--- config.mk ---
export PLATFORM = sky130hd
export DESIGN_NAME = spi_dual_role
export DESIGN_NICKNAME = d
export VERILOG_FILES = /design/src/rtl/spi_dr_pkg.sv /design/src/rtl/spi_clk_div.sv /design/src/rtl/spi_in_sync.sv /design/src/rtl/spi_pin_dir.sv /design/src/rtl/spi_dual_role.sv
export SDC_FILE = /design/constraint.sdc
export NUM_CORES = 1
export LEC_CHECK = 0
export BUFFER_PORTS_ARGS = -buffer_cell sky130_fd_sc_hd__buf_2
export CAP_MARGIN = 0
export CELL_PAD_IN_SITES_DETAIL_PLACEMENT = 1
export CELL_PAD_IN_SITES_GLOBAL_PLACEMENT = 1
export CORE_MARGIN = 4
export CORE_UTILIZATION = 38
export DETAILED_ROUTE_END_ITERATION = 8
export PLACE_DENSITY = 0.78
export SLEW_MARGIN = 25
export SYNTH_ARGS = -nofsm -noshare
export SYNTH_HDL_FRONTEND = slang
export SYNTH_SLANG_ARGS = --single-unit
export TNS_END_PERCENT = 20
--- constraint.sdc ---
create_clock -name clk -period 1.2 [get_ports clk]
set_clock_uncertainty 0.1 [all_clocks]
set_input_delay 0.12 -clock clk [delete_from_list [all_inputs] [get_ports clk]]
set_output_delay 0.12 -clock clk [all_outputs]
set_load 0.02 [all_outputs]
--- src/rtl/spi_dr_pkg.sv ---
package spi_dr_pkg;
  localparam int HALF_W = 7;
  localparam logic [1:0] A_CTRL = 2'd0;
  localparam logic [1:0] A_STAT = 2'd1;
  localparam logic [1:0] A_DATA = 2'd2;
  localparam int CTRL_EN  = 7;
  localparam int CTRL_MST = 6;

  typedef enum logic [1:0] {RATE_4, RATE_16, RATE_64, RATE_128} rate_e;

  // half period of master SCK in system cycles
  function automatic logic [HALF_W-1:0] half_of(input rate_e r);
    case (r)
      RATE_4:  half_of = HALF_W'(2);
      RATE_16: half_of = HALF_W'(8);
      RATE_64: half_of = HALF_W'(32);
      default: half_of = HALF_W'(64);
    endcase
  endfunction
endpackage

--- src/rtl/spi_clk_div.sv ---
module spi_clk_div #(
  parameter int HALF_W = 7
) (
  input  logic              clk,
  input  logic              rst_n,
  input  logic              run,
  input  logic [HALF_W-1:0] half,
  output logic              tick
);
  logic [HALF_W-1:0] cnt_q, cnt_d;

  always_comb begin
    tick  = run && (cnt_q >= half - HALF_W'(1));
    cnt_d = cnt_q;
    if (!run || tick) cnt_d = '0;
    else              cnt_d = cnt_q + HALF_W'(1);
  end

  always_ff @(posedge clk or negedge rst_n) begin
    if (!rst_n) cnt_q <= '0;
    else        cnt_q <= cnt_d;
  end

  // counter rests at zero while idle
  a_r3_div_idle: assert property (@(posedge clk) disable iff (!rst_n)
    !$past(run) |-> cnt_q == '0);
endmodule

--- src/rtl/spi_in_sync.sv ---
module spi_in_sync #(
  parameter int          W       = 3,
  parameter int          STAGES  = 2,
  parameter logic [W-1:0] RST_VAL = '0
) (
  input  logic         clk,
  input  logic         rst_n,
  input  logic [W-1:0] d,
  output logic [W-1:0] q
);
  logic [W-1:0] stg_q [STAGES];

  for (genvar s = 0; s < STAGES; s++) begin : g_stage
    if (s == 0) begin : g_first
      always_ff @(posedge clk or negedge rst_n) begin
        if (!rst_n) stg_q[0] <= RST_VAL;
        else        stg_q[0] <= d;
      end
    end else begin : g_next
      always_ff @(posedge clk or negedge rst_n) begin
        if (!rst_n) stg_q[s] <= RST_VAL;
        else        stg_q[s] <= stg_q[s-1];
      end
    end
  end

  assign q = stg_q[STAGES-1];
endmodule

--- src/rtl/spi_pin_dir.sv ---
module spi_pin_dir (
  input  logic clk,
  input  logic rst_n,
  input  logic en,
  input  logic master,
  input  logic sel_n,
  input  logic dir_sck,
  input  logic dir_mosi,
  input  logic dir_miso,
  input  logic dir_ss,
  output logic sck_oe,
  output logic mosi_oe,
  output logic miso_oe,
  output logic ss_oe
);
  always_comb begin
    sck_oe  = dir_sck;
    mosi_oe = dir_mosi;
    miso_oe = dir_miso;
    ss_oe   = dir_ss;
    if (en && master) begin
      miso_oe = 1'b0;
    end else if (en) begin
      sck_oe  = 1'b0;
      mosi_oe = 1'b0;
      ss_oe   = 1'b0;
      miso_oe = dir_miso && !sel_n;
    end
  end

  a_r10_master_miso_in: assert property (@(posedge clk) disable iff (!rst_n)
    (en && master) |-> (!miso_oe && sck_oe == dir_sck && mosi_oe == dir_mosi));
  a_r11_slave_inputs: assert property (@(posedge clk) disable iff (!rst_n)
    (en && !master) |-> (!sck_oe && !mosi_oe && !ss_oe));
  a_r9_deselect_quiet: assert property (@(posedge clk) disable iff (!rst_n)
    (en && !master && sel_n) |-> !miso_oe);
  a_r12_off_follow: assert property (@(posedge clk) disable iff (!rst_n)
    !en |-> (miso_oe == dir_miso && ss_oe == dir_ss));
endmodule

--- src/rtl/spi_dual_role.sv ---
module spi_dual_role
  import spi_dr_pkg::*;
#(
  parameter int DATA_W      = 8,
  parameter int SYNC_STAGES = 2
) (
  input  logic              clk,
  input  logic              rst_n,
  input  logic              bus_sel,
  input  logic              bus_we,
  input  logic [1:0]        bus_addr,
  input  logic [DATA_W-1:0] bus_wdata,
  output logic [DATA_W-1:0] bus_rdata,
  input  logic              sck_in,
  output logic              sck_out,
  output logic              sck_oe,
  input  logic              mosi_in,
  output logic              mosi_out,
  output logic              mosi_oe,
  input  logic              miso_in,
  output logic              miso_out,
  output logic              miso_oe,
  input  logic              ss_in,
  output logic              ss_oe,
  input  logic              dir_sck,
  input  logic              dir_mosi,
  input  logic              dir_miso,
  input  logic              dir_ss
);
  localparam int BCW = (DATA_W > 1) ? $clog2(DATA_W) : 1;
  localparam logic [BCW-1:0] LAST_BIT = BCW'(DATA_W - 1);

  // reset: asserted asynchronously, released on the clock
  logic [1:0] rst_pipe_q;
  logic       rst_ni;
  always_ff @(posedge clk or negedge rst_n) begin
    if (!rst_n) rst_pipe_q <= '0;
    else        rst_pipe_q <= {rst_pipe_q[0], 1'b1};
  end
  assign rst_ni = rst_pipe_q[1];

  logic [DATA_W-1:0] ctrl_q, ctrl_d, sh_q, sh_d;
  logic [BCW-1:0]    cnt_q, cnt_d;
  logic busy_q, busy_d, sck_q, sck_d, rx_q, rx_d;
  logic flag_q, flag_d, wcol_q, wcol_d, arm_q, arm_d, sckp_q;

  logic en, master_mode, slave_mode, tick;
  logic ctrl_wr, data_wr, data_acc, stat_rd, start, coll, clr;
  logic sck_s, mosi_s, ss_s, s_rise, s_fall, m_rise, m_fall;
  logic rise_evt, fall_evt, last;

  spi_in_sync #(.W(3), .STAGES(SYNC_STAGES), .RST_VAL(3'b100)) u_sync (
    .clk(clk), .rst_n(rst_ni), .d({ss_in, mosi_in, sck_in}),
    .q({ss_s, mosi_s, sck_s}));

  spi_clk_div #(.HALF_W(HALF_W)) u_div (
    .clk(clk), .rst_n(rst_ni), .run(busy_q),
    .half(half_of(rate_e'(ctrl_q[1:0]))), .tick(tick));

  spi_pin_dir u_dir (
    .clk(clk), .rst_n(rst_ni), .en(en), .master(ctrl_q[CTRL_MST]), .sel_n(ss_s),
    .dir_sck(dir_sck), .dir_mosi(dir_mosi), .dir_miso(dir_miso), .dir_ss(dir_ss),
    .sck_oe(sck_oe), .mosi_oe(mosi_oe), .miso_oe(miso_oe), .ss_oe(ss_oe));

  always_comb begin
    en          = ctrl_q[CTRL_EN];
    master_mode = en && ctrl_q[CTRL_MST];
    slave_mode  = en && !ctrl_q[CTRL_MST];
    ctrl_wr     = bus_sel && bus_we && bus_addr == A_CTRL;
    data_wr     = bus_sel && bus_we && bus_addr == A_DATA;
    data_acc    = bus_sel && bus_addr == A_DATA;
    stat_rd     = bus_sel && !bus_we && bus_addr == A_STAT;
    start       = data_wr && master_mode && !busy_q;
    coll        = data_wr && master_mode && busy_q;
    clr         = data_acc && arm_q;
    s_rise      = slave_mode && !ss_s && sck_s && !sckp_q;
    s_fall      = slave_mode && !ss_s && !sck_s && sckp_q;
    m_rise      = busy_q && tick && !sck_q;
    m_fall      = busy_q && tick && sck_q;
    rise_evt    = m_rise || s_rise;
    fall_evt    = m_fall || s_fall;
    last        = fall_evt && cnt_q == LAST_BIT;
  end

  // next state
  always_comb begin
    ctrl_d = ctrl_wr ? bus_wdata : ctrl_q;
    sh_d   = sh_q;
    if (data_wr && !busy_q) sh_d = bus_wdata;
    else if (fall_evt)      sh_d = {sh_q[DATA_W-2:0], rx_q};
    rx_d = rise_evt ? (master_mode ? miso_in : mosi_s) : rx_q;
    cnt_d = cnt_q;
    if (start || !en || (slave_mode && ss_s)) cnt_d = '0;
    else if (fall_evt) cnt_d = last ? '0 : cnt_q + BCW'(1);
    busy_d = busy_q;
    if (!master_mode)          busy_d = 1'b0;
    else if (start)            busy_d = 1'b1;
    else if (m_fall && last)   busy_d = 1'b0;
    sck_d  = (busy_q && tick) ? !sck_q : sck_q;
    if (!master_mode) sck_d = 1'b0;
    flag_d = last ? 1'b1 : (clr ? 1'b0 : flag_q);
    wcol_d = coll ? 1'b1 : (clr ? 1'b0 : wcol_q);
    arm_d  = stat_rd ? (flag_q || wcol_q) : (data_acc ? 1'b0 : arm_q);
  end

  // registers
  always_ff @(posedge clk or negedge rst_ni) begin
    if (!rst_ni) begin
      ctrl_q <= '0; sh_q <= '0; cnt_q <= '0; busy_q <= 1'b0; sck_q <= 1'b0;
      rx_q <= 1'b0; flag_q <= 1'b0; wcol_q <= 1'b0; arm_q <= 1'b0; sckp_q <= 1'b0;
    end else begin
      ctrl_q <= ctrl_d; sh_q <= sh_d; cnt_q <= cnt_d; busy_q <= busy_d;
      sck_q <= sck_d; rx_q <= rx_d; flag_q <= flag_d; wcol_q <= wcol_d;
      arm_q <= arm_d; sckp_q <= sck_s;
    end
  end

  always_comb begin
    case (bus_addr)
      A_CTRL:  bus_rdata = ctrl_q;
      A_STAT:  bus_rdata = {flag_q, wcol_q, {(DATA_W-2){1'b0}}};
      A_DATA:  bus_rdata = sh_q;
      default: bus_rdata = '0;
    endcase
    sck_out  = sck_q;
    mosi_out = master_mode && sh_q[DATA_W-1];
    miso_out = sh_q[DATA_W-1];
  end

  a_r2_mosi_hold: assert property (@(posedge clk) disable iff (!rst_ni)
    (busy_q && $rose(sck_q)) |-> $stable(mosi_out));
  a_r3_sck_idle_low: assert property (@(posedge clk) disable iff (!rst_ni)
    !busy_q |-> !sck_out);
  a_r4_flag_at_end: assert property (@(posedge clk) disable iff (!rst_ni)
    (master_mode && $past(master_mode) && $fell(busy_q)) |-> flag_q);
  a_r7_collision_mark: assert property (@(posedge clk) disable iff (!rst_ni)
    (coll && !clr) |=> wcol_q);
  a_r9_count_held: assert property (@(posedge clk) disable iff (!rst_ni)
    (slave_mode && ss_s) |=> cnt_q == '0);
endmodule

-- Word level (Yosys, flattened, before mapping)
Index checks and enable logic that the tools add are counted.
- flip-flop bits (word level): 41
- input bits: 22
- output and inout bits: 15
- logic and storage cells: 100
- add/sub/neg operators: 3
- order comparisons: 1
- eq/ne operators: 7
- multiplexer cells: 27
- reduce and logical (&&, ||, !) cells: 48
- operator list (cell ; count):
    logical AND 1 bit ; 27
    case mux 8 bit (3 select lines) ; 1
    case mux 7 bit (3 select lines) ; 1
    2-to-1 mux 1 bit ; 19
    2-to-1 mux 8 bit ; 2
    nonzero test 2 bit ; 5
    2-to-1 mux 3 bit ; 3
    zero test 1 bit ; 8
    adder 7 x 1 -> 7 bit, second input constant ; 1
    greater-or-equal comparator 7 bit ; 1
    2-to-1 mux 7 bit ; 1
    subtractor 7 x 1 -> 7 bit, second input constant ; 1
    logical OR 1 bit ; 6
    equality test 2 x 1 -> 1 bit, second input constant ; 2
    equality test 2 bit, second input constant ; 2
    zero test 2 bit ; 2
    adder 3 x 1 -> 3 bit, second input constant ; 1
    equality test 3 bit, second input constant ; 1
    != test 3 x 1 -> 1 bit, second input constant ; 1
    != test 2 x 1 -> 1 bit, second input constant ; 1

-- Depth between registers and ports, before layout
Gate-level depths: netlist of run 1.
- depth after elaboration: 13
- mapped depth: 11
- gate-level depth less buffers: 10

-- By module
From an unflattened synthesis of run 1, not the netlist that was laid out.
- cell total of the unflattened synthesis: 223
- area, all modules: 2222.1 um2
- modules (own cells, without submodules) (module ; times used ; cells each ; area an instance (um2) ; sequential area each (um2)):
    spi_dual_role ; 1 ; 146 ; 1430.1 ; 700.7
    spi_clk_div ; 1 ; 62 ; 573.0 ; 175.2
    spi_in_sync ; 1 ; 9 ; 175.2 ; 152.6
    spi_pin_dir ; 1 ; 6 ; 43.8 ; 0.0

-- Least setup slack after synthesis of run 1
OpenSTA, ideal clock, no wires.
- path type: register -> register
- from: register ctrl_q[0]
- to: register rx_q
- library setup time: 125 ps
- arrival: 2172 ps
- data required time: 975 ps
- path slack: -1197 ps
- cell stages (with the launch flop): 10
- path buffers: 0
- period minus slack after synthesis: 2397 ps
- path through: dfrtp_1 -> nor2_1 -> inv_1 -> ha_1 -> ha_1 -> nand2_1 -> nor4_2 -> o21ai_1 -> o32a_2 -> mux2_2
- longest elaborated chain between the ends: 8
- elaborated cells on any way between the ends: 10
- RTL lines (element ; RTL line ; RTL):
    start, declared ; spi_dual_role.sv:42 ; logic [DATA_W-1:0] ctrl_q, ctrl_d, sh_q, sh_d;
    start signal, assigned ; spi_dual_role.sv:109 ; ctrl_q <= '0; sh_q <= '0; cnt_q <= '0; busy_q <= 1'b0; sck_q <= 1'b0;
    start signal, assigned ; spi_dual_role.sv:112 ; ctrl_q <= ctrl_d; sh_q <= sh_d; cnt_q <= cnt_d; busy_q <= busy_d;
    equality test 2 bit, or another cell as far along ; spi_dr_pkg.sv:13 ; case (r)
    case mux 7 bit (3 select lines) * ; spi_dr_pkg.sv:13 ;
    subtractor 7 x 1 -> 7 bit * ; spi_clk_div.sv:13 ; tick = run && (cnt_q >= half - HALF_W'(1));
    greater-or-equal comparator 7 bit * ; spi_clk_div.sv:13 ;
    logical AND 1 bit * ; spi_clk_div.sv:13 ;
    logical AND 1 bit * (2 in a row) ; spi_dual_role.sv:78 ; m_rise = busy_q && tick && !sck_q;
    logical OR 1 bit * ; spi_dual_role.sv:80 ; rise_evt = m_rise || s_rise;
    end signal, assigned ; spi_dual_role.sv:113 ; sck_q <= sck_d; rx_q <= rx_d; flag_q <= flag_d; wcol_q <= wcol_d;
    end, declared ; spi_dual_role.sv:44 ; logic busy_q, busy_d, sck_q, sck_d, rx_q, rx_d;
Mark *: on every way between the ends. The rest lies on a longest branch, timed or not.
A chain may end at the register's enable or synchronous reset.

-- Worst setup path in the final report of run 1
- from: register ctrl_q[1]
- to: register sck_q (netlist: sck_out)
- longest elaborated chain between the ends: 7
- elaborated cells on any way between the ends: 9
- RTL lines (element ; RTL line ; RTL):
    equality test 2 bit, or another cell as far along ; spi_dr_pkg.sv:13 ;
    case mux 7 bit (3 select lines) * ; spi_dr_pkg.sv:13 ;
    subtractor 7 x 1 -> 7 bit * ; spi_clk_div.sv:13 ;
    greater-or-equal comparator 7 bit * ; spi_clk_div.sv:13 ;
    logical AND 1 bit * ; spi_clk_div.sv:13 ;
    logical AND 1 bit * ; spi_dual_role.sv:99 ; sck_d = (busy_q && tick) ? !sck_q : sck_q;
    != test 2 x 1 -> 1 bit (no source line) * ; n/a ;
    end signal, assigned ; spi_dual_role.sv:113 ;
    end, declared ; spi_dual_role.sv:44 ;
Marked as above.

==> summary.txt, run 1 <==
Run status
  • Status: finished, violations left
  • Failing checks: setup timing

Die
  • Die H: slightly above 80 um
  • I/O pin cnt: 37
  • Placeable Area: roughly 5200 um2
  • Die X: approximately 80 um
  • Die area: 6740 um2
  • Row cnt: 26
  • Effective utilization at floorplan: 0.401

Drt
  • Wirelength per Cell: 17.3 um
  • Post-route ant nets: 0
  • DR pass1 iterations: 4
  • Drt via density: 5.20
  • DR iter-0 viols: roughly 110
  • Via count: roughly 1,900
  • DRC Markers: 0
  • Final wirelength: 6300 um

Synthesis
  • Share of the yosys chip area belonging to registers: 0.493
  • Synth top area share: 0.468
  • Ys Warns: 0
  • Most common flop cell mapped by yosys: dfrtp_1
  • Cell Area, Synth: approximately 2100 um2
  • Cells after synthesis: between 200 and 250
  • EDFF count, synth: 0
  • Yosys top cell by area: dfrtp_1
  • Synth async-reset ratio: 1.00
  • Synth top area cells: dfrtp_1, ha_1, mux2_2
  • Avg Inst Size Synth: 10.1 um2
  • Seq cells post-synth: a little over 40
  • Synth cell types: 39

Placed design
  • Pre-CTS setup slack: -1.19 ns
  • Placed Cells: 339
  • Post-DP HPWL: a little under 4000 um
  • Port bufs: 36
  • GP Congestion: around 0.77

Clock tree
  • Clk Latency, worst-skew pair: between 0.2 and 0.3 ns
  • CTS tree: done
  • CTS Root Cell: clkbuf_8
  • CTS Sinks: 41
  • Clk buf depth: 2
  • Htree depth: 2
  • Worst-path clk slew: roughly 0.08 ns
  • Num CTS Buffers: 5

Worst setup path
  • CP arrival: about 2.5 ns
  • CP Buf/Inv Count: 3
  • Top Family by Delay on Critical Path: simple AND/OR/NAND/NOR gates
  • Critical path class: reg -> reg
  • Worst r2r src: ctrl_q[1]$_DFFE_PN0P_
  • CP Data Required Time: about 1.3 ns
  • Startpoint types: register
  • Crit end category: register
  • Crit-path slowest cell: dfrtp_1
  • Max FO, Critical Path: 4
  • Worst-path cell chain: nor2_4 > inv_2 > ha_4 > ha_4 > nand2_4 > nor4_4 > o21ai_1 > buf_4 > buf_4 > xor2_1 > nor2_1
  • Critical Path Start: ctrl_q[1]$_DFFE_PN0P_
  • CP peak stage delay: roughly 0.43 ns

Timing
  • Final setup violation count: 36
  • Final Worst Setup Slack: -1.20 ns
  • Unrepaired setup endpoints after global routing: yes
  • Hold slack: 0.0164 ns
  • Min cycle time layout: roughly 2.4 ns
  • Crit share post-route: 2.00
  • Final hold violation count: 0
  • Slew Viols, Final: 0
  • Max Freq: about 0.42 GHz

Worst hold path
  • Min-delay worst type: in -> reg
  • Hold_sp: bus_wdata[6]

Job
  • Max cap viols: 0

Cells and area
  • Area grow syn2layout: 49.4%
  • Fin cells: about 370
  • Layout cell share with drive strength beyond 1: 0.437
  • Diode count: 0
  • Post-Route Utilization: 0.599
  • Final net count: between 300 and 400

Global route
  • Largest net degree at the start of global routing: 37
  • Initial antenna violation count: 0
  • Vias in the first global route: about 2,000
  • GR Overflow Total: 0
  • Global-route wire length before repair: about 9200 um
  • Overall routing resource usage: 0.177

Pwr
  • Power Dens Cells: 1230 nW/um2
  • Maximum vdd drop: roughly 0.59 mV
  • Lkg Pwr: ~0.0014 uW
cells by family after synthesis:
| family | synth area share |
|---|---|
| AO/OA/AOI/OAI | 0.134 |
| multiplexers | 0.0923 |
| AND/OR/NAND/NOR | 0.167 |
| adder cells (fa/ha/maj) | 0.0600 |
| XOR/XNOR | 0.0252 |
| other | 0.00180 |
| buffers and inverters | 0.0270 |
| flip-flops | 0.493 |
layout make-up:
cell class	count	area, um2
Fill cell	586	2090
Multi-Input combinational cell	155	1210
Sequential cell	41	1030
Timing Repair Buffer	89	696
Tap cell	70	87.6
Clock buffer	7	76.3
Clock inverter	1	7.51
Inverter	2	7.51
registers in the layout, indices dropped and copies added (netlist names), 2 cells and up:
register      flops
cnt_q             3
ctrl_q            8
rst_pipe_q        2
sh_q              8
u_div.cnt_q       7
u_sync.q          3
u_sync.stg_q      3
where the power goes:
group	internal (uW)	switching (uW)	leakage, uW	total, uW
Clock	412	478	0.0000385	890
Combinational	607	602	0.000881	1210
Sequential	1580	169	0.000508	1750
Total	2600	1250	0.00143	3850
metal layers:
| layer | global-route usage | vias up | routed length [um] |
|---|---|---|---|
| met5 | 0 | - | 0 |
| met4 | 0.0449 | 0 | 86 |
| met3 | 0.0358 | 10 | 288 |
| met2 | 0.325 | 41 | 3300 |
| met1 | 0.211 | 947 | 2630 |
| li1 | - | 900 | - |
worst register-to-register path, delay by kind of cell, from the launching register on:
kind	cells	cell delay (ns)
compound gates	1	0.17
buf+inv	3	0.34
simple gates	4	0.56
fa+ha+maj	2	0.49
xor+xnor	1	0.20
flops	1	0.43
worst paths after layout:
check,endpoint,slack (ns),cells past startpoint
hold reg to reg,u_sync.stg_q[5]$_DFF_PN1_,0.18,0
min in group asynchronous,rst_pipe_q[1]$_DFF_PN0_,0.04,2
hold / removal,ctrl_q[6]$_DFFE_PN0P_,0.02,2
max in group asynchronous,u_sync.stg_q[4]$_DFF_PN0_,0.27,1
setup / recovery,sck_out$_DFFE_PN0P_,-1.20,11
setup reg to reg,sck_out$_DFFE_PN0P_,-1.20,11
Yosys cell counts, types with 3 or more instances:
cell type and instances:
dfrtp_1 39, nor2_1 28, o21ai_0 20, a21oi_1 16, nand2_1 15, ha_1 10
mux2_2 10, a31oi_1 8, mux2i_1 8, nand3_1 8, and2_2 3, xnor2_1 3
xor2_1 3
placed cells by master (no fill, tap or decap), types with 3 or more instances in the layout:
master         instances
buf_2                 33
buf_4                 31
xnor2_1                3
a21oi_1               15
dfrtp_1               37
buf_6                 10
mux2_2                10
o21ai_0               12
a31oi_1                8
clkbuf_8               5
o21ai_1                7
ha_1                   4
nor2_1                26
nand2_1               11
mux2i_1                7
nand2_4                4
nand3_1                6
xor2_1                 3
ha_4                   6
dlygate4sd3_1         12
metrics by stage:
step,power [uW],area [um2],setup TNS [ns]
final,3850,3120,-25.86
after CTS,3640,2880,-24.19
after global routing,4070,3120,-28.77
after detailed placement,2690,2620,-25.32
after floorplan,2310,2120,-25.79
after global placement,2640,2620,-22.60
what timing repair did:
action                     4_1_cts  5_1_grt
gates cloned                     0        2
setup endpoints to repair       36       36
hold buffers                    12        0
pin swaps                        8        6
hold endpoints to repair        20        0
gates resized for setup         12       43
buffers inserted                 4        2
No activity file was read; power rests on OpenSTA's default activity.
==> run 2, diff against run 1 <==
--- a/config.mk
+++ b/config.mk
@@ -10,9 +10,10 @@
 export CELL_PAD_IN_SITES_DETAIL_PLACEMENT = 1
 export CELL_PAD_IN_SITES_GLOBAL_PLACEMENT = 1
 export CORE_MARGIN = 4
-export CORE_UTILIZATION = 38
+export CORE_UTILIZATION = 40
+export CTS_BUF_LIST = sky130_fd_sc_hd__clkbuf_8
 export DETAILED_ROUTE_END_ITERATION = 8
-export PLACE_DENSITY = 0.78
+export PLACE_DENSITY = 0.82
 export SLEW_MARGIN = 25
 export SYNTH_ARGS = -nofsm -noshare
 export SYNTH_HDL_FRONTEND = slang
==> run 2 against run 1 <==
Compared with the run above:
- final area grew 1.4%
- power grew 3.9%
- the flow still finishes with violations (setup timing)
- critical path type unchanged
- critical endpoint is now rx_q$_DFFE_PN0P_
- cell count rose by 0.55%
- sequential share of layout area fell by 0.51 points
- largest cell class unchanged
==> summary.txt, run 2 (same netlist as run 1, synthesis figures left out) <==
Die
  • Die area: 6440 um2 (-4.5%)
  • Die X: 80.2 um (-2.3%)
  • Die H: 80.2 um (-2.3%)
  • Placeable Area: 5070 um2 (-2.5%)
  • Row cnt: 26 (unchanged)
  • Effective utilization at floorplan: 0.411 (+0.0103)
  • I/O pin cnt: 37 (unchanged)

Run status
  • Status: finished, violations left
  • Failing checks: setup timing

Placed design
  • Placed Cells: 342 (+0.88%)
  • GP Congestion: 0.761 (-0.92%)
  • Post-DP HPWL: 4240 um (+8.1%)
  • Port bufs: 36 (unchanged)

Timing
  • Final setup violation count: 36 (unchanged)
  • Max Freq: 0.406 GHz (-2.5%)
  • Min cycle time layout: 2.46 ns (+0.0613 ns)
  • Unrepaired setup endpoints after global routing: yes
  • Final hold violation count: 0 (unchanged)
  • Slew Viols, Final: 0 (unchanged)
  • Setup TNS: -27.12 ns (-1.26 ns)
  • Crit share post-route: 2.05 (+0.0511)
  • Final Worst Setup Slack: -1.26 ns (-0.0613 ns)

Cells and area
  • Diode count: 0 (unchanged)
  • Final net count: 328 (+0.61%)
  • Biggest regs: ctrl_q: 8 flops, sh_q: 8 flops, u_div.cnt_q: 7 flops
  • Most common cell after layout, fill and taps aside: buf_4
  • Area grow syn2layout: 51.6%
  • Commonest non-fill, non-tap cells in the layout: buf_4, dfrtp_1, buf_2, nor2_1
  • Layout cell share with drive strength beyond 1: 0.468 (+0.0307)
  • Fin cells: 367 (+0.55%)

Clock tree
  • CTS Root Cell: clkbuf_8
  • CTS Sinks: 41 (unchanged)
  • Num CTS Buffers: 5 (unchanged)
  • Clk buf depth: 2 (unchanged)
  • Htree depth: 2 (unchanged)
  • Worst-path clk slew: 0.09 ns (about the same)
  • CTS tree: done
  • Clk Latency, worst-skew pair: 0.31 ns (+0.02 ns)

Worst setup path
  • Worst-path cell chain: nor2_2 > inv_2 > ha_4 > ha_4 > nand2_4 > nor4_4 > buf_4 > o21ai_1 > o32a_2 > mux2_2
  • Top Family by Delay on Critical Path: simple AND/OR/NAND/NOR gates
  • CP Buf/Inv Count: 2 (-1)
  • CP arrival: 2.56 ns (+0.08 ns)
  • Crit-path slowest cell: dfrtp_1
  • Max FO, Critical Path: 3 (-1)
  • Worst path most repeated cell: ha_4
  • CP Data Required Time: 1.29 ns (about the same)
  • CP peak stage delay: 0.42 ns (about the same)
  • Startpoint types: register
  • Crit end category: register
  • Critical path class: reg -> reg

Drt
  • Final wirelength: 7060 um (+12%)
  • DR iter-0 viols: 111 (+5.7%)
  • DR pass1 iterations: 4 (unchanged)
  • Wirelength per Cell: 19.2 um (+11%)
  • DRC Markers: 0 (unchanged)
  • Via count: 1,972 (+3.9%)
  • Drt via density: 5.37 (+3.3%)
  • Post-route ant nets: 0 (unchanged)

Pwr
  • Comb pwr share: 0.327 (+0.012)
  • NetSw: 1330 uW (+6.9%)
  • Lkg Pwr: 0.00146 uW (+2.2%)
  • Sw Ratio: 0.334 (+0.00933)
  • Clk pwr share: 0.225 (-0.006)
  • Sequential Power Share: 0.448 (-0.006)
  • Internal power: 2660 uW (+2.4%)
  • Power Dens Cells: 1260 nW/um2 (+2.4%)
  • Maximum vdd drop: 0.775 mV (+32%)

Job
  • Max cap viols: 0 (unchanged)

Global route
  • Initial antenna violation count: 0 (unchanged)
  • Vias in the first global route: 2,162 (+11%)
  • Global-route wire length before repair: 10,500 um (+15%)
  • GR Overflow Total: 0 (unchanged)
  • Overall routing resource usage: 0.213 (+0.0356)
  • Largest net degree at the start of global routing: 40 (+8.1%)

Worst hold path
  • Min-delay worst type: in -> async
## run 2: changes by cell type in the layout (fill, tap and decap cells not counted), sizes merged
cell	change
clkbuf	-2
inv	+2
buf	+2
clkinv	+1
clkinvlp	-1
## run 2: per-layer routing
layer,global-route usage,vias up,part of all wire
met3,0.0493,10,0.034
met4,0.0608,0,0.014
met5,0,-,0
met2,0.381,46,0.54
li1,-,911,-
met1,0.253,1005,0.42
## run 2: through the flow
stage	hold WS (ns)	util	worst slack, ns	area [um2]	total power [uW]
6_report	0.0451	0.623	-1.26	3160	3990
3_5_place_dp	-0.192	0.521	-1.22	2640	2720
3_3_place_gp	-0.193	0.521	-1.10	2640	2660
5_1_grt	0.0304	0.623	-1.33	3160	4180
2_1_floorplan	-0.276	-	-1.09	2120	2310
4_1_cts	0.0308	0.570	-1.09	2890	3650
## run 2: timing repair
item,in CTS,in global routing
buffers inserted,1,3
gates resized for setup,17,54
endpoints found under the hold margin,14,0
gates cloned,1,1
pin swaps,8,23
endpoints found under the setup margin,36,36
hold buffers,12,0
## run 2: power groups by stage
stage	Sequential, uW	Clock (uW)	Combinational [uW]
after floorplan	1750	0	557
after global placement	1740	0	923
after detailed placement	1760	0	962
after CTS	1730	883	1030
after global routing	1810	965	1410
final	1790	899	1310
## run 2: layout make-up
type,instances,area [um2]
Clock inverter,3,12.5
Multi-Input combinational cell,155,1240
Sequential cell,41,1030
Inverter,2,7.51
Tap cell,70,87.6
Fill cell,568,1910
Clock buffer,5,68.8
Timing Repair Buffer,91,719
## run 2: final timing paths
path / depth (start not counted) / slack (ns) / endpoint / startpoint
max in group asynchronous: 1 / 0.59 / u_sync.stg_q[5]$_DFF_PN1_ / rst_pipe_q[1]$_DFF_PN0_
hold / removal: 2 / 0.05 / rst_pipe_q[1]$_DFF_PN0_ / rst_n
setup / recovery: 10 / -1.26 / rx_q$_DFFE_PN0P_ / ctrl_q[1]$_DFFE_PN0P_
setup reg to reg: 10 / -1.26 / rx_q$_DFFE_PN0P_ / ctrl_q[1]$_DFFE_PN0P_
min in group clk: 3 / 0.10 / rx_q$_DFFE_PN0P_ / miso_in
hold reg to reg: 1 / 0.13 / busy_q$_DFFE_PN0P_ / rst_pipe_q[1]$_DFF_PN0_
==> run 3, diff against run 2 <==
--- a/config.mk
+++ b/config.mk
@@ -5,12 +5,13 @@
 export SDC_FILE = /design/constraint.sdc
 export NUM_CORES = 1
 export LEC_CHECK = 0
+export ABC_AREA = 1
 export BUFFER_PORTS_ARGS = -buffer_cell sky130_fd_sc_hd__buf_2
 export CAP_MARGIN = 0
 export CELL_PAD_IN_SITES_DETAIL_PLACEMENT = 1
 export CELL_PAD_IN_SITES_GLOBAL_PLACEMENT = 1
 export CORE_MARGIN = 4
-export CORE_UTILIZATION = 40
+export CORE_UTILIZATION = 39
 export CTS_BUF_LIST = sky130_fd_sc_hd__clkbuf_8
 export DETAILED_ROUTE_END_ITERATION = 8
 export PLACE_DENSITY = 0.82
==> run 3 against run 2 <==
Compared with the run above:
- the run still ends with setup timing left
- die area rose by 7.9%
- register-to-register slack improved by 0.27 ns
- global-route usage rose by 0.57 points
- utilization fell by 5.6 points
- critical path depth rose by 3
- sequential power barely moved
- critical path type unchanged
==> summary.txt, run 3 <==
Die
  • Die X: 83.3 um (+3.9%)
  • Effective utilization at floorplan: 0.402 (-0.00929)
  • Row cnt: 27 (+3.8%)
  • Die H: 83.3 um (+3.9%)
  • I/O pin cnt: 37 (unchanged)
  • Placeable Area: 5510 um2 (+8.5%)
  • Die area: 6940 um2 (+7.9%)

Synthesis
  • Synth top area share: 0.441 (-0.0267)
  • Share of the yosys chip area belonging to registers: 0.465 (-0.0281)
  • Yosys top cell by area: dfrtp_1
  • Cells after synthesis: 259 (+26%)
  • Most common flop cell mapped by yosys: dfrtp_1
  • Avg Inst Size Synth: 8.55 um2 (-16%)
  • Post-synth top cells: nand2_1, dfrtp_1, inv_1, nor2_1, nand4_1
  • Synth async-reset ratio: 1.00 (unchanged)
  • Cell Area, Synth: 2210 um2 (+6.1%)
  • Seq cells post-synth: 41 (unchanged)
  • Synth cell types: 32 (-18%)
  • Top-count cell post-synth: nand2_1
  • Synth top area cells: dfrtp_1, nand2_1, ha_1
  • EDFF count, synth: 0 (unchanged)
  • Ys Warns: 0 (unchanged)

Worst setup path
  • Top Family by Delay on Critical Path: simple AND/OR/NAND/NOR gates
  • Crit end category: register
  • Crit-path slowest cell: dfrtp_2
  • CP arrival: 2.28 ns (-0.28 ns)
  • CP peak stage delay: 0.45 ns (+0.03 ns)
  • Worst path most repeated cell: nand2_2
  • Worst-path cell chain: nor2_4 > inv_2 > ha_4 > inv_4 > ha_4 > nand2_2 > nand2_2 > a21oi_4 > nand2_4 > nand3_4 > nand3_4 > nand2_2 > nand2_1
  • Critical path depth: 13 (+3)
  • Depth of the worst register-to-register path: 13 (+3)
  • CP Data Required Time: 1.29 ns (about the same)
  • CP Buf/Inv Count: 2 (unchanged)
  • Max FO, Critical Path: 8 (+5)
  • Startpoint types: register
  • Critical path class: reg -> reg

Run status
  • Status: finished, violations left
  • Failing checks: setup timing

Drt
  • Wirelength per Cell: 18.1 um (-5.8%)
  • Drt via density: 5.20 (-3.3%)
  • DR iter-0 viols: 98 (-12%)
  • Final wirelength: 7500 um (+6.3%)
  • DR pass1 iterations: 4 (unchanged)
  • Via count: 2,151 (+9.1%)
  • Post-route ant nets: 0 (unchanged)
  • DRC Markers: 0 (unchanged)

Cells and area
  • Biggest regs: ctrl_q: 8 flops, sh_q: 8 flops, u_div.cnt_q: 7 flops
  • Final net count: 373 (+14%)
  • Most common cell after layout, fill and taps aside: nand2_1
  • Post-Route Utilization: 0.567 (-0.0559)
  • Design Area, Final: 3120 um2 (-1.2%)
  • Diode count: 0 (unchanged)
  • Layout cell share with drive strength beyond 1: 0.412 (-0.0557)
  • Commonest non-fill, non-tap cells in the layout: nand2_1, dfrtp_1, buf_4, inv_1, buf_2
  • Area grow syn2layout: 41.2%
  • Layout filler cell count: 651 (+15%)

Global route
  • Overall routing resource usage: 0.219 (+0.00570)
  • Largest net degree at the start of global routing: 27 (-33%)
  • Initial antenna violation count: 0 (unchanged)
  • Global-route wire length before repair: 11,800 um (+12%)
  • GR Overflow Total: 0 (unchanged)
  • Vias in the first global route: 2,323 (+7.4%)

Job
  • Max cap viols: 0 (unchanged)

Pwr
  • Maximum vdd drop: 0.659 mV (-15%)
  • Clk pwr share: 0.225 (about the same)
  • Internal power: 2610 uW (-2.0%)
  • NetSw: 1460 uW (+9.2%)
  • Comb pwr share: 0.330 (+0.003)
  • Lkg Pwr: 0.00159 uW (+8.9%)
  • Sequential Power Share: 0.445 (-0.003)
  • Power Dens Cells: 1300 nW/um2 (+3.0%)
  • Sw Ratio: 0.359 (+0.0244)

Timing
  • Final hold violation count: 0 (unchanged)
  • Min cycle time layout: 2.19 ns (-0.274 ns)
  • Setup TNS: -22.32 ns (+4.80 ns)
  • Final setup violation count: 37 (+2.8%)
  • Max Freq: 0.457 GHz (+13%)
  • Crit share post-route: 1.82 (-0.229)
  • Unrepaired setup endpoints after global routing: yes
  • Slew Viols, Final: 0 (unchanged)
  • Final Worst Setup Slack: -0.987 ns (+0.274 ns)

Placed design
  • Post-DP HPWL: 4550 um (+7.4%)
  • Port bufs: 36 (unchanged)
  • GP Congestion: 0.769 (+0.99%)
  • Post-DP Area: 2710 um2 (+2.6%)
  • Pre-CTS setup slack: -1.06 ns (+0.163 ns)

Clock tree
  • CTS Sinks: 41 (unchanged)
  • Clk Latency, worst-skew pair: 0.30 ns (about the same)
  • CTS Root Cell: clkbuf_8
  • Clk buf depth: 2 (unchanged)
  • Num CTS Buffers: 5 (unchanged)
  • CTS tree: done
  • Worst-path clk slew: 0.08 ns (about the same)
  • Htree depth: 2 (unchanged)

Worst hold path
  • Min-delay worst type: in -> reg
  • Min-Delay Path Depth: 3
-- run 3: changes by cell type after synthesis, moves of 9 or more --
cell     change
a21oi_1     -13
inv_1       +29
mux2_2      -10
nand2_1     +56
nand4_1     +13
o21ai_0     -16
o21ai_1      +9
-- run 3: cell type report --
cell class	instances	area (um2)	share of cell area
clock buffers	5	68.8	0.0220
clock inverters	3	18.8	0.00601
flip-flops and latches	41	1030	0.330
repair buffers	80	609	0.195
well taps	72	90.1	0.0288
inverters	35	136	0.0437
multi-input cells	178	1170	0.374
-- run 3: cells by family after synthesis --
family          share of synthesized area
fa+ha+maj                          0.0565
xor+xnor                          0.00792
other cells                       0.00169
compound gates                     0.0972
buf+inv                            0.0848
flops                               0.465
simple gates                        0.287
-- run 3: final timing paths --
kind / end / from / slack [ns]
setup / recovery: sh_q[0]$_DFFE_PN0P_ / ctrl_q[1]$_DFFE_PN0P_ / -0.99
hold / removal: ctrl_q[3]$_DFFE_PN0P_ / bus_wdata[3] / 0.005
setup reg to reg: sh_q[0]$_DFFE_PN0P_ / ctrl_q[1]$_DFFE_PN0P_ / -0.99
hold reg to reg: ctrl_q[2]$_DFFE_PN0P_ / rst_pipe_q[1]$_DFF_PN0_ / 0.02
max in group asynchronous: u_sync.stg_q[5]$_DFF_PN1_ / rst_pipe_q[1]$_DFF_PN0_ / 0.47
min in group asynchronous: ctrl_q[2]$_DFFE_PN0P_ / rst_pipe_q[1]$_DFF_PN0_ / 0.02
-- run 3: power groups by stage --
stage	clock network (uW)	registers, uW	logic, uW
6_report	916	1810	1340
5_1_grt	995	1840	1470
4_1_cts	936	1780	1220
3_5_place_dp	0	1810	1050
3_3_place_gp	0	1790	1000
2_1_floorplan	0	1770	637
-- run 3: what timing repair did --
item / 4_1_cts / 5_1_grt
cloned: 1 / 0
setup endpoints to repair: 37 / 38
hold buffers: 7 / 0
setup buffers: 2 / 1
gates resized for setup: 35 / 27
pin swaps: 19 / 12
endpoints found under the hold margin: 8 / 0
-- run 3: stage by stage --
step	cells	total power [uW]	hold WS (ns)
3_5_place_dp	395	2850	-0.194
6_report	414	4060	0.00530
5_1_grt	414	4300	0.0167
4_1_cts	413	3940	0.00281
3_3_place_gp	395	2790	-0.194
2_1_floorplan	260	2410	-0.276
-- run 3: tightest hold or removal path, delay by kind of cell --
family / cells / cell delay (ns)
buf+inv: 2 / 0.17
compound gates: 1 / 0.07
-- run 3: layer usage --
| layer | track usage | up-vias | part of all wire |
|---|---|---|---|
| met1 | 0.258 | 1095 | 0.43 |
| met5 | 0 | - | 0 |
| met2 | 0.391 | 42 | 0.52 |
| met4 | 0.0862 | 0 | 0.026 |
| li1 | - | 1001 | - |
| met3 | 0.0387 | 13 | 0.030 |
